==> src/rtl/dps_pkg.sv <==
// Shared types for the display reset and power-down sequencer.
// Assumes nothing beyond the enum encodings being private to the block.
package dps_pkg;

    typedef enum logic [2:0] {
        SQ_HOLD    = 3'd0,  // waiting for power-good release
        SQ_PDN     = 3'd1,  // power-down: outputs grounded, chip in reset
        SQ_RESET   = 3'd2,  // counting the reset window
        SQ_CLRREQ  = 3'd3,  // single request cycle to the clear routine
        SQ_CLRWAIT = 3'd4,  // waiting for the clear routine to finish
        SQ_RUN     = 3'd5   // normal display operation
    } seq_state_t;

endpackage

==> src/rtl/dps_por_sync.sv <==
// Power-good reset synchronizer: asserts asynchronously when pwr_ok falls,
// releases after STAGES rising edges of clk. Assumes pwr_ok is glitch-filtered.
module dps_por_sync #(
    parameter int STAGES = 2
) (
    input  logic clk,
    input  logic pwr_ok,
    output logic por_n
);
    logic [STAGES-1:0] chain;

    genvar gi;
    generate
        for (gi = 0; gi < STAGES; gi++) begin : g_stage
            // Each stage clears at once on power loss and shifts a 1 in afterwards.
            always_ff @(posedge clk or negedge pwr_ok) begin
                if (!pwr_ok) chain[gi] <= 1'b0;
                else         chain[gi] <= (gi == 0) ? 1'b1 : chain[(gi == 0) ? 0 : gi-1];
            end
        end
    endgenerate

    assign por_n = chain[STAGES-1];
endmodule

==> src/rtl/dps_bit_sync.sv <==
// Plain multi-flop synchronizer for one level signal. No reset: the value
// settles STAGES edges after the clock starts. Assumes the input is a slow level.
module dps_bit_sync #(
    parameter int STAGES = 2
) (
    input  logic clk,
    input  logic d_async,
    output logic q_sync
);
    logic [STAGES-1:0] chain;

    genvar gi;
    generate
        for (gi = 0; gi < STAGES; gi++) begin : g_stage
            // Shift the asynchronous level one stage further each edge.
            always_ff @(posedge clk) begin
                chain[gi] <= (gi == 0) ? d_async : chain[(gi == 0) ? 0 : gi-1];
            end
        end
    endgenerate

    assign q_sync = chain[STAGES-1];
endmodule

==> src/rtl/dps_seq_fsm.sv <==
// Sequencing state machine: reset window, clear-display request and handshake,
// power-down entry and exit. Assumes por_n is already synchronous on release
// and pd_s is synchronized; pd_raw is used only on the clockless oscillator-enable path.
module dps_seq_fsm
    import dps_pkg::*;
#(
    parameter int RST_CYCLES = 3
) (
    input  logic clk,
    input  logic por_n,
    input  logic pd_s,
    input  logic pd_raw,
    input  logic clr_done,
    output logic rst_int_n,
    output logic clr_start,
    output logic busy,
    output logic osc_en,
    output logic bias_en,
    output logic out_force_low
);
    localparam int CW = (RST_CYCLES > 1) ? $clog2(RST_CYCLES) : 1;
    localparam logic [CW-1:0] LAST = CW'(RST_CYCLES - 1);

    seq_state_t state;
    logic [CW-1:0] rst_cnt;

    // State register with synchronous active-low reset from the power-good chain.
    always_ff @(posedge clk) begin
        if (!por_n) begin
            state   <= SQ_HOLD;
            rst_cnt <= '0;
        end else if (pd_s) begin
            state   <= SQ_PDN;
            rst_cnt <= '0;
        end else begin
            case (state)
                SQ_HOLD, SQ_PDN: begin
                    state   <= SQ_RESET;
                    rst_cnt <= '0;
                end
                SQ_RESET: begin
                    if (rst_cnt == LAST) state <= SQ_CLRREQ;
                    else                 rst_cnt <= rst_cnt + 1'b1;
                end
                SQ_CLRREQ:  state <= SQ_CLRWAIT;
                SQ_CLRWAIT: if (clr_done) state <= SQ_RUN;
                SQ_RUN:     state <= SQ_RUN;
                default:    state <= SQ_HOLD;
            endcase
        end
    end

    // Output decode; power loss overrides reset and busy without a clock.
    always_comb begin
        rst_int_n     = por_n && (state == SQ_CLRREQ || state == SQ_CLRWAIT || state == SQ_RUN);
        clr_start     = por_n && (state == SQ_CLRREQ);
        busy          = !por_n || (state != SQ_RUN);
        out_force_low = (state == SQ_PDN);
        bias_en       = (state != SQ_PDN);
        osc_en        = !((state == SQ_PDN) && pd_raw);
    end
endmodule

==> src/rtl/dps_frame_div.sv <==
// Frame-rate divider: counts DIV oscillator cycles while enabled and marks the
// last one. Assumes en_n low clears it (reset and power-down both hold it).
module dps_frame_div #(
    parameter int DIV = 3072
) (
    input  logic clk,
    input  logic en_n,
    output logic tick
);
    localparam int CW = $clog2(DIV);
    localparam logic [CW-1:0] TOP = CW'(DIV - 1);

    logic [CW-1:0] cnt;

    // Wrapping counter, held at zero whenever the chip is in reset.
    always_ff @(posedge clk) begin
        if (!en_n)          cnt <= '0;
        else if (cnt == TOP) cnt <= '0;
        else                cnt <= cnt + 1'b1;
    end

    // Tick decode gated by the enable so no pulse leaks into reset.
    assign tick = en_n && (cnt == TOP);
endmodule

==> src/rtl/disp_pwr_seq.sv <==
// Top of the reset and power-down sequencer. Wires the power-good synchronizer,
// the power-down synchronizer, the sequencing FSM and the frame divider.
// Assumes clk_osc runs whenever the chip is not in power-down.
module disp_pwr_seq #(
    parameter int RST_CYCLES  = 3,
    parameter int SYNC_STAGES = 2,
    parameter int FRAME_DIV   = 3072
) (
    input  logic clk_osc,
    input  logic pwr_ok,
    input  logic pd_req,
    input  logic clr_done,
    output logic rst_int_n,
    output logic clr_start,
    output logic busy,
    output logic osc_en,
    output logic bias_en,
    output logic out_force_low,
    output logic frame_tick
);
    logic por_n;
    logic pd_s;

    dps_por_sync #(.STAGES(SYNC_STAGES)) u_por (
        .clk    (clk_osc),
        .pwr_ok (pwr_ok),
        .por_n  (por_n)
    );

    dps_bit_sync #(.STAGES(SYNC_STAGES)) u_pdsync (
        .clk     (clk_osc),
        .d_async (pd_req),
        .q_sync  (pd_s)
    );

    dps_seq_fsm #(.RST_CYCLES(RST_CYCLES)) u_fsm (
        .clk           (clk_osc),
        .por_n         (por_n),
        .pd_s          (pd_s),
        .pd_raw        (pd_req),
        .clr_done      (clr_done),
        .rst_int_n     (rst_int_n),
        .clr_start     (clr_start),
        .busy          (busy),
        .osc_en        (osc_en),
        .bias_en       (bias_en),
        .out_force_low (out_force_low)
    );

    dps_frame_div #(.DIV(FRAME_DIV)) u_div (
        .clk  (clk_osc),
        .en_n (rst_int_n),
        .tick (frame_tick)
    );
endmodule

==> config.mk <==
export PLATFORM = sky130hd
export DESIGN_NAME = disp_pwr_seq
export DESIGN_NICKNAME = d
export VERILOG_FILES = /design/src/rtl/dps_pkg.sv /design/src/rtl/dps_por_sync.sv /design/src/rtl/dps_bit_sync.sv /design/src/rtl/dps_seq_fsm.sv /design/src/rtl/dps_frame_div.sv /design/src/rtl/disp_pwr_seq.sv
export SDC_FILE = /design/constraint.sdc
export NUM_CORES = 1
export LEC_CHECK = 0
export ABC_CLOCK_PERIOD_IN_PS = 2250
export BUFFER_PORTS_ARGS = -buffer_cell sky130_fd_sc_hd__buf_2
export CAP_MARGIN = 20
export CORE_MARGIN = 10
export CORE_UTILIZATION = 53
export CTS_CLUSTER_SIZE = 10
export DETAILED_ROUTE_END_ITERATION = 12
export PLACE_DENSITY_LB_ADDON = 0.3
export SETUP_SLACK_MARGIN = 0.15
export SLEW_MARGIN = 0
export SYNTH_ARGS = -nofsm -noshare
export SYNTH_HDL_FRONTEND = slang
export SYNTH_SLANG_ARGS = --single-unit
==> constraint.sdc <==
create_clock -name clk_osc -period 2.25 [get_ports clk_osc]
set_input_delay 0.225 -clock clk_osc [delete_from_list [all_inputs] [get_ports clk_osc]]
set_output_delay 0.225 -clock clk_osc [all_outputs]
set_load 0.02 [all_outputs]
==> Yosys cells after proc, flatten, opt, wreduce, memory -nomap -nowiden <==
Index checks and enable logic that the tools add are counted.
{ "totals": {"out_inout_bits": 7, "wordCells": 49, "ff_bits": 21} }
{ "classes": {"n_eq_ne": 14, "n_mux": 6, "bitwise": 2, "addsub": 2, "n_reduce_logical": 17} }
{ "ops": {"columns": ["op", "n"], "rows": [
  ["$pmux W3 S5", 1],
  ["$add A12 B1 Y12 const B", 1],
  ["$eq A12 B12 Y1 const B", 1],
  ["$eq A3 B2 Y1 const B", 2],
  ["$eq A3 B3 Y1 const B", 2],
  ["$mux W3", 2],
  ["$ne A3 B3 Y1 const B", 2],
  ["$reduce_and A2 Y1", 3],
  ["$reduce_or A2 Y1", 3],
  ["$logic_and A1 B1 Y1", 4],
  ["$ne A2 B2 Y1 const B", 2],
  ["$pmux W2 S2", 1],
  ["$eq A3 B1 Y1 const B", 1],
  ["$logic_not A3 Y1", 1],
  ["$logic_or A1 B1 Y1", 3],
  ["$ne A3 B1 Y1 const B", 1],
  ["$ne A3 B2 Y1 const B", 1],
  ["$add A2 B1 Y2 const B", 1],
  ["$eq A2 B2 Y1 const B", 1],
  ["$logic_not A1 Y1", 2],
  ["$mux W2", 1],
  ["$ne A2 B1 Y1 const B", 1],
  ["$not A1 Y1", 2],
  ["$reduce_bool A2 Y1", 1],
  ["$mux W1", 1]
]} }

==> Logic depth before layout (Yosys ltp) <==
{ "logic_depth": {"ltp_word": 6, "ltp_mapped": 6, "ltp_nobuf": 6} }

==> By module <==
From an unflattened synthesis, not the netlist that was laid out.
{ "unflattened": {"cells_unflattened": 97, "area_unflattened_um2": 932.1} }
{ "modules_own_cells": {"columns": ["mod", "seq_area_each_um2", "area_each_um2", "instances", "cells_per_inst"], "rows": [
  ["dps_frame_div", 240.2, 561.8, 1, 59],
  ["dps_seq_fsm", 100.1, 276.5, 1, 33],
  ["dps_por_sync", 50.0, 53.8, 1, 3],
  ["dps_bit_sync", 40.0, 40.0, 1, 2]
]} }

==> Worst setup path after synthesis <==
Ideal clock, no wire load.
{ "synth_timing": {"path_kind": "register to output", "startpoint": "register u_div.cnt[0]", "endpoint": "output frame_tick", "path_slack_ns": 0.799, "stages_incl_launch_ff": 5, "arrival_ns": 1.226, "required_time_ns": 2.025, "path_cell_list": "dfxtp_1 > ha_1 > nand4_2 > nor4_2 > and2b_1"} }
{ "synth_between": {"elab_chain_cells": 2} }
{ "synth_rtl": {"columns": ["element", "line_no", "rtl"], "rows": [
  ["start, declared", "dps_frame_div.sv:13", "logic [CW-1:0] cnt;"],
  ["start signal, assigned", "dps_frame_div.sv:19", "else cnt <= cnt + 1'b1;"],
  ["$eq A12 B12 Y1", "dps_frame_div.sv:23", "assign tick = en_n && (cnt == TOP);"],
  ["$logic_and A1 B1 Y1", "dps_frame_div.sv:23", null],
  ["end, declared", "disp_pwr_seq.sv:19", "output logic frame_tick"]
]} }
No other way between the ends.

==> Final worst setup path <==
Same ends and word-level chain as after synthesis.

==> impl_results.md <==
- Result of the run: completed
- Reg area: 430 µm²
- Multi-input gate area: 448 µm²
- DR WL met3: 88 µm
- Core Region: 1560 µm²
- Data arrival at the endpoint of the critical path: 1.72 ns
- Flop and latch count out of synthesis: 21
- Net count after synthesis: 104
- Max Fclk: 515 MHz
- Maximum buffer depth of the clock tree: 2
- Drt pass-1 iters: 4
- Highest net fanout along the worst path: 5
- Highest cell delay on the worst timing path: 0.38 ns
- Dominant cell type by area after synthesis: sky130_fd_sc_hd__dfxtp_1
- Reg2reg start: u_div.cnt[0]$_SDFF_PP0_
- Diodes inserted: 0
- Fillcell total: 139
- TritonCTS clock tree: yes
- Total via count in the routed design: 695
- Power Density: 580 nW/µm²
- First-pass GRT wire length: 2840 µm
- Sum of met2 wire segment lengths after detailed routing: 721 µm
- Endpoint kind of the worst setup timing path: output pin
- Maximum number of pins on one net before global-route repair: 12
- Global router's overall resource usage: 9.75%
- Final net count: 119
- Clock period minus final worst setup slack: 1.94 ns
- Antenna Nets Post-Route: 0
- Finished Core Util: 64.6%
- Residual DRC count: 0
- Gate count of the mapped netlist: 98
- Fraction of layout instances using a drive strength above 1: 17.9%
- Type of the most critical hold path: in -> reg
- Number of violations of the max-capacitance limit: 0
- Top metal layer carrying routed signals: met4
- P&R area growth vs syn: 11.5%
- Startpoint type of the worst setup path: flop
- Sequential element share of the synthesized area: 47.6%
- Die extent in x: 61.3 µm
- Final hold violations: 0
- Number of rows created at floorplan: 14
- Starting Density: 57.9%
- Number of buffers added for setup after CTS: 0
- Final setup fails: 0
- Antenna violations before repair: 0
- Cell types occupying the most area after synthesis: sky130_fd_sc_hd__dfxtp_1 (42%), sky130_fd_sc_hd__nor2_1 (7.5%), sky130_fd_sc_hd__xnor2_1 (6.8%)
- IR drop worst, VDD: 352 µV
- Clock transition at the registers of the reported paths: 0.11 ns
- Number of sinks handled by clock tree synthesis: 21
- Die Footprint: 3760 µm²
- Starting DRC count in detailed routing: 17
- Y dimension of the die: 61.3 µm
- Last weighted congestion value of the routability-driven placer: 0.824
- Worst setup path startpoint: u_div.cnt[0]$_SDFF_PP0_
- Post-route fraction of the period consumed by the critical path: 86.4%
- Routed metal-1 wirelength: 745 µm
- PortBufs: 10
- Total I/O pin count: 11
- Pre-CTS setup slack: 0.611 ns
- Endpoint of the worst-slack reg-to-reg timing path: u_div.cnt[10]$_SDFF_PP0_
- Cell Chain, Critical Path: ha_1 > nand4_2 > nor4_4 > and2b_1 > buf_2
- Summed instance area of the synthesized netlist: 903 µm²
- Setup CP Type: reg -> out
- Hold Worst Slack: 0.0437 ns
- Capturing instance or port of the critical path: frame_tick
- Root Buffer: sky130_fd_sc_hd__clkbuf_4
- Master of the slowest instance on the critical path: sky130_fd_sc_hd__dfxtp_1
- Count of yosys warnings during synthesis: 0
- HPWL after detailed placement: 1190 µm
- Fin Clk Skew: 0.00204 ns
- Worst reg2reg path depth: 5
- Via-per-instance ratio: 5.43
- Total wirelength of the detailed-routed design: 1570 µm
- Vias in the first global route: 705
- Sum Neg Setup Slack: 0 ns
- WL/cell: 12.2 µm
- RSZ-0062 raised after global routing: false
- H-tree depth: 1
- Number of max-slew violations in the final report: 0
- Top-area cell type share of the netlist area: 42.1%
- Avg Inst Size Synth: 9.22 µm²
- Setup slack of the critical path after layout: 0.307 ns
- Synth cell types: 31
- Worst reg2reg setup slack: 0.62 ns
- Number of CTS-inserted buffers: 3
- Critical path required time: 2.03 ns
- Leakage: 0.383 nW
- Total overflow reported by the global router: 0
- Clk_lat worst skew: 0.29 ns
[per-stage QoR]
step	std cells	instance area, µm²	total power (W)
after detailed placement	123	962	0.000420
after global routing	128	1010	0.000619
after CTS	128	998	0.000595
after floorplan	98	903	0.000410
final	128	1010	0.000584
after global placement	123	962	0.000419
[cells in the final DEF (no fill, tap or decap), drive strengths merged, types with 2 or more instances in the layout]
master  synthesis  routed
dfrtp           2       2
clkbuf          0       4
xor2            2       2
xnor2           7       7
nand2           4       4
or3             2       2
ha              2       2
o21ai           7       7
inv             6       6
dfxtp          19      19
a22oi           2       2
nand3           6       6
nor2           18      18
buf             1      10
and2b           2       2
nor2b           2       2
nand2b          2       2
nor4            3       3
nor3            2       2
[Yosys cell counts]
cell type / number
sky130_fd_sc_hd__nand2b_1: 2
sky130_fd_sc_hd__buf_6: 1
sky130_fd_sc_hd__a211oi_1: 1
sky130_fd_sc_hd__a21oi_1: 1
sky130_fd_sc_hd__dfxtp_1: 19
sky130_fd_sc_hd__nor4_1: 2
sky130_fd_sc_hd__nor4_2: 1
sky130_fd_sc_hd__nand3_1: 4
sky130_fd_sc_hd__o21ai_2: 1
sky130_fd_sc_hd__nor2b_1: 2
sky130_fd_sc_hd__inv_1: 6
sky130_fd_sc_hd__conb_1: 1
sky130_fd_sc_hd__nand2_1: 4
sky130_fd_sc_hd__and2b_1: 1
sky130_fd_sc_hd__nand3_2: 2
sky130_fd_sc_hd__or2_1: 1
sky130_fd_sc_hd__nor3_1: 2
sky130_fd_sc_hd__nand4_2: 1
sky130_fd_sc_hd__ha_1: 2
sky130_fd_sc_hd__dfrtp_1: 2
sky130_fd_sc_hd__o21ai_0: 6
sky130_fd_sc_hd__and3_1: 1
sky130_fd_sc_hd__and4bb_2: 1
sky130_fd_sc_hd__a22oi_1: 2
sky130_fd_sc_hd__nor2_1: 18
sky130_fd_sc_hd__and2b_2: 1
sky130_fd_sc_hd__xnor2_1: 7
sky130_fd_sc_hd__xor2_1: 2
sky130_fd_sc_hd__and3b_1: 1
sky130_fd_sc_hd__or3_1: 2
sky130_fd_sc_hd__a21boi_0: 1
[sequential cells by signal, indices dropped and copies added, names as in the netlist]
name / cells
u_por.chain: 1
u_pdsync.chain: 1
u_pdsync.q_sync: 1
u_div.cnt: 12
u_fsm.state: 3
u_fsm.rst_cnt: 2
u_por.por_n: 1
[worst min-delay path by stage]
stage / slack, ns / end / cells after the start / start
2_1_floorplan: -0.07 / u_por.chain[0]$_DFF_PN0_ / 0 / pwr_ok
3_3_place_gp: 0.01 / u_por.chain[0]$_DFF_PN0_ / 1 / pwr_ok
3_5_place_dp: 0.01 / u_por.chain[0]$_DFF_PN0_ / 1 / pwr_ok
4_1_cts: 0.03 / u_pdsync.chain[0]$_DFF_P_ / 1 / pd_req
5_1_grt: 0.03 / u_pdsync.chain[0]$_DFF_P_ / 1 / pd_req
6_report: 0.04 / u_pdsync.chain[0]$_DFF_P_ / 1 / pd_req
[report_power, final]
part	switching (W)	internal, W
Sequential	0.00000696	0.000379
Combinational	0.0000147	0.0000118
Clock	0.000103	0.0000689
[per-layer routing]
layer  vias to the layer above  GRT usage (%)
li1                        358              -
met1                       321           11.3
met2                        14           16.4
met3                         2           2.88
met4                         0           3.91
met5                         -              0
[final cells by class]
class                      instances  share of cell area, %
inverter                           6                   2.24
sequential                        21                   42.7
multi-input combinational         70                   44.5
tap                               16                   1.99
clock buffer                       4                   2.61
timing repair buffer              11                   5.96
[logic make-up (layout without fill, tap and decap cells)]
family	count (synthesis)	count (layout)	share of synthesized area (%)
compound gates	12	12	8.17
xor+xnor	9	9	8.73
fa+ha+maj	2	2	2.77
buf+inv	7	21	3.74
flops	21	21	47.6
other cells	1	1	0.415
simple gates	46	46	28.5
[worst max-delay path: cells and delay by family, from the launching register on]
family / cells / cell delay (ns)
simple gates: 3 / 0.65
fa+ha+maj: 1 / 0.23
flops: 1 / 0.38
buf+inv: 1 / 0.16
[repair_timing]
item                                   CTS  global route
hold buffers                             1             0
setup endpoints to repair                0             1
endpoints found under the hold margin    2             0
resized for setup                        0             1
(Power assumes the default switching activity.)
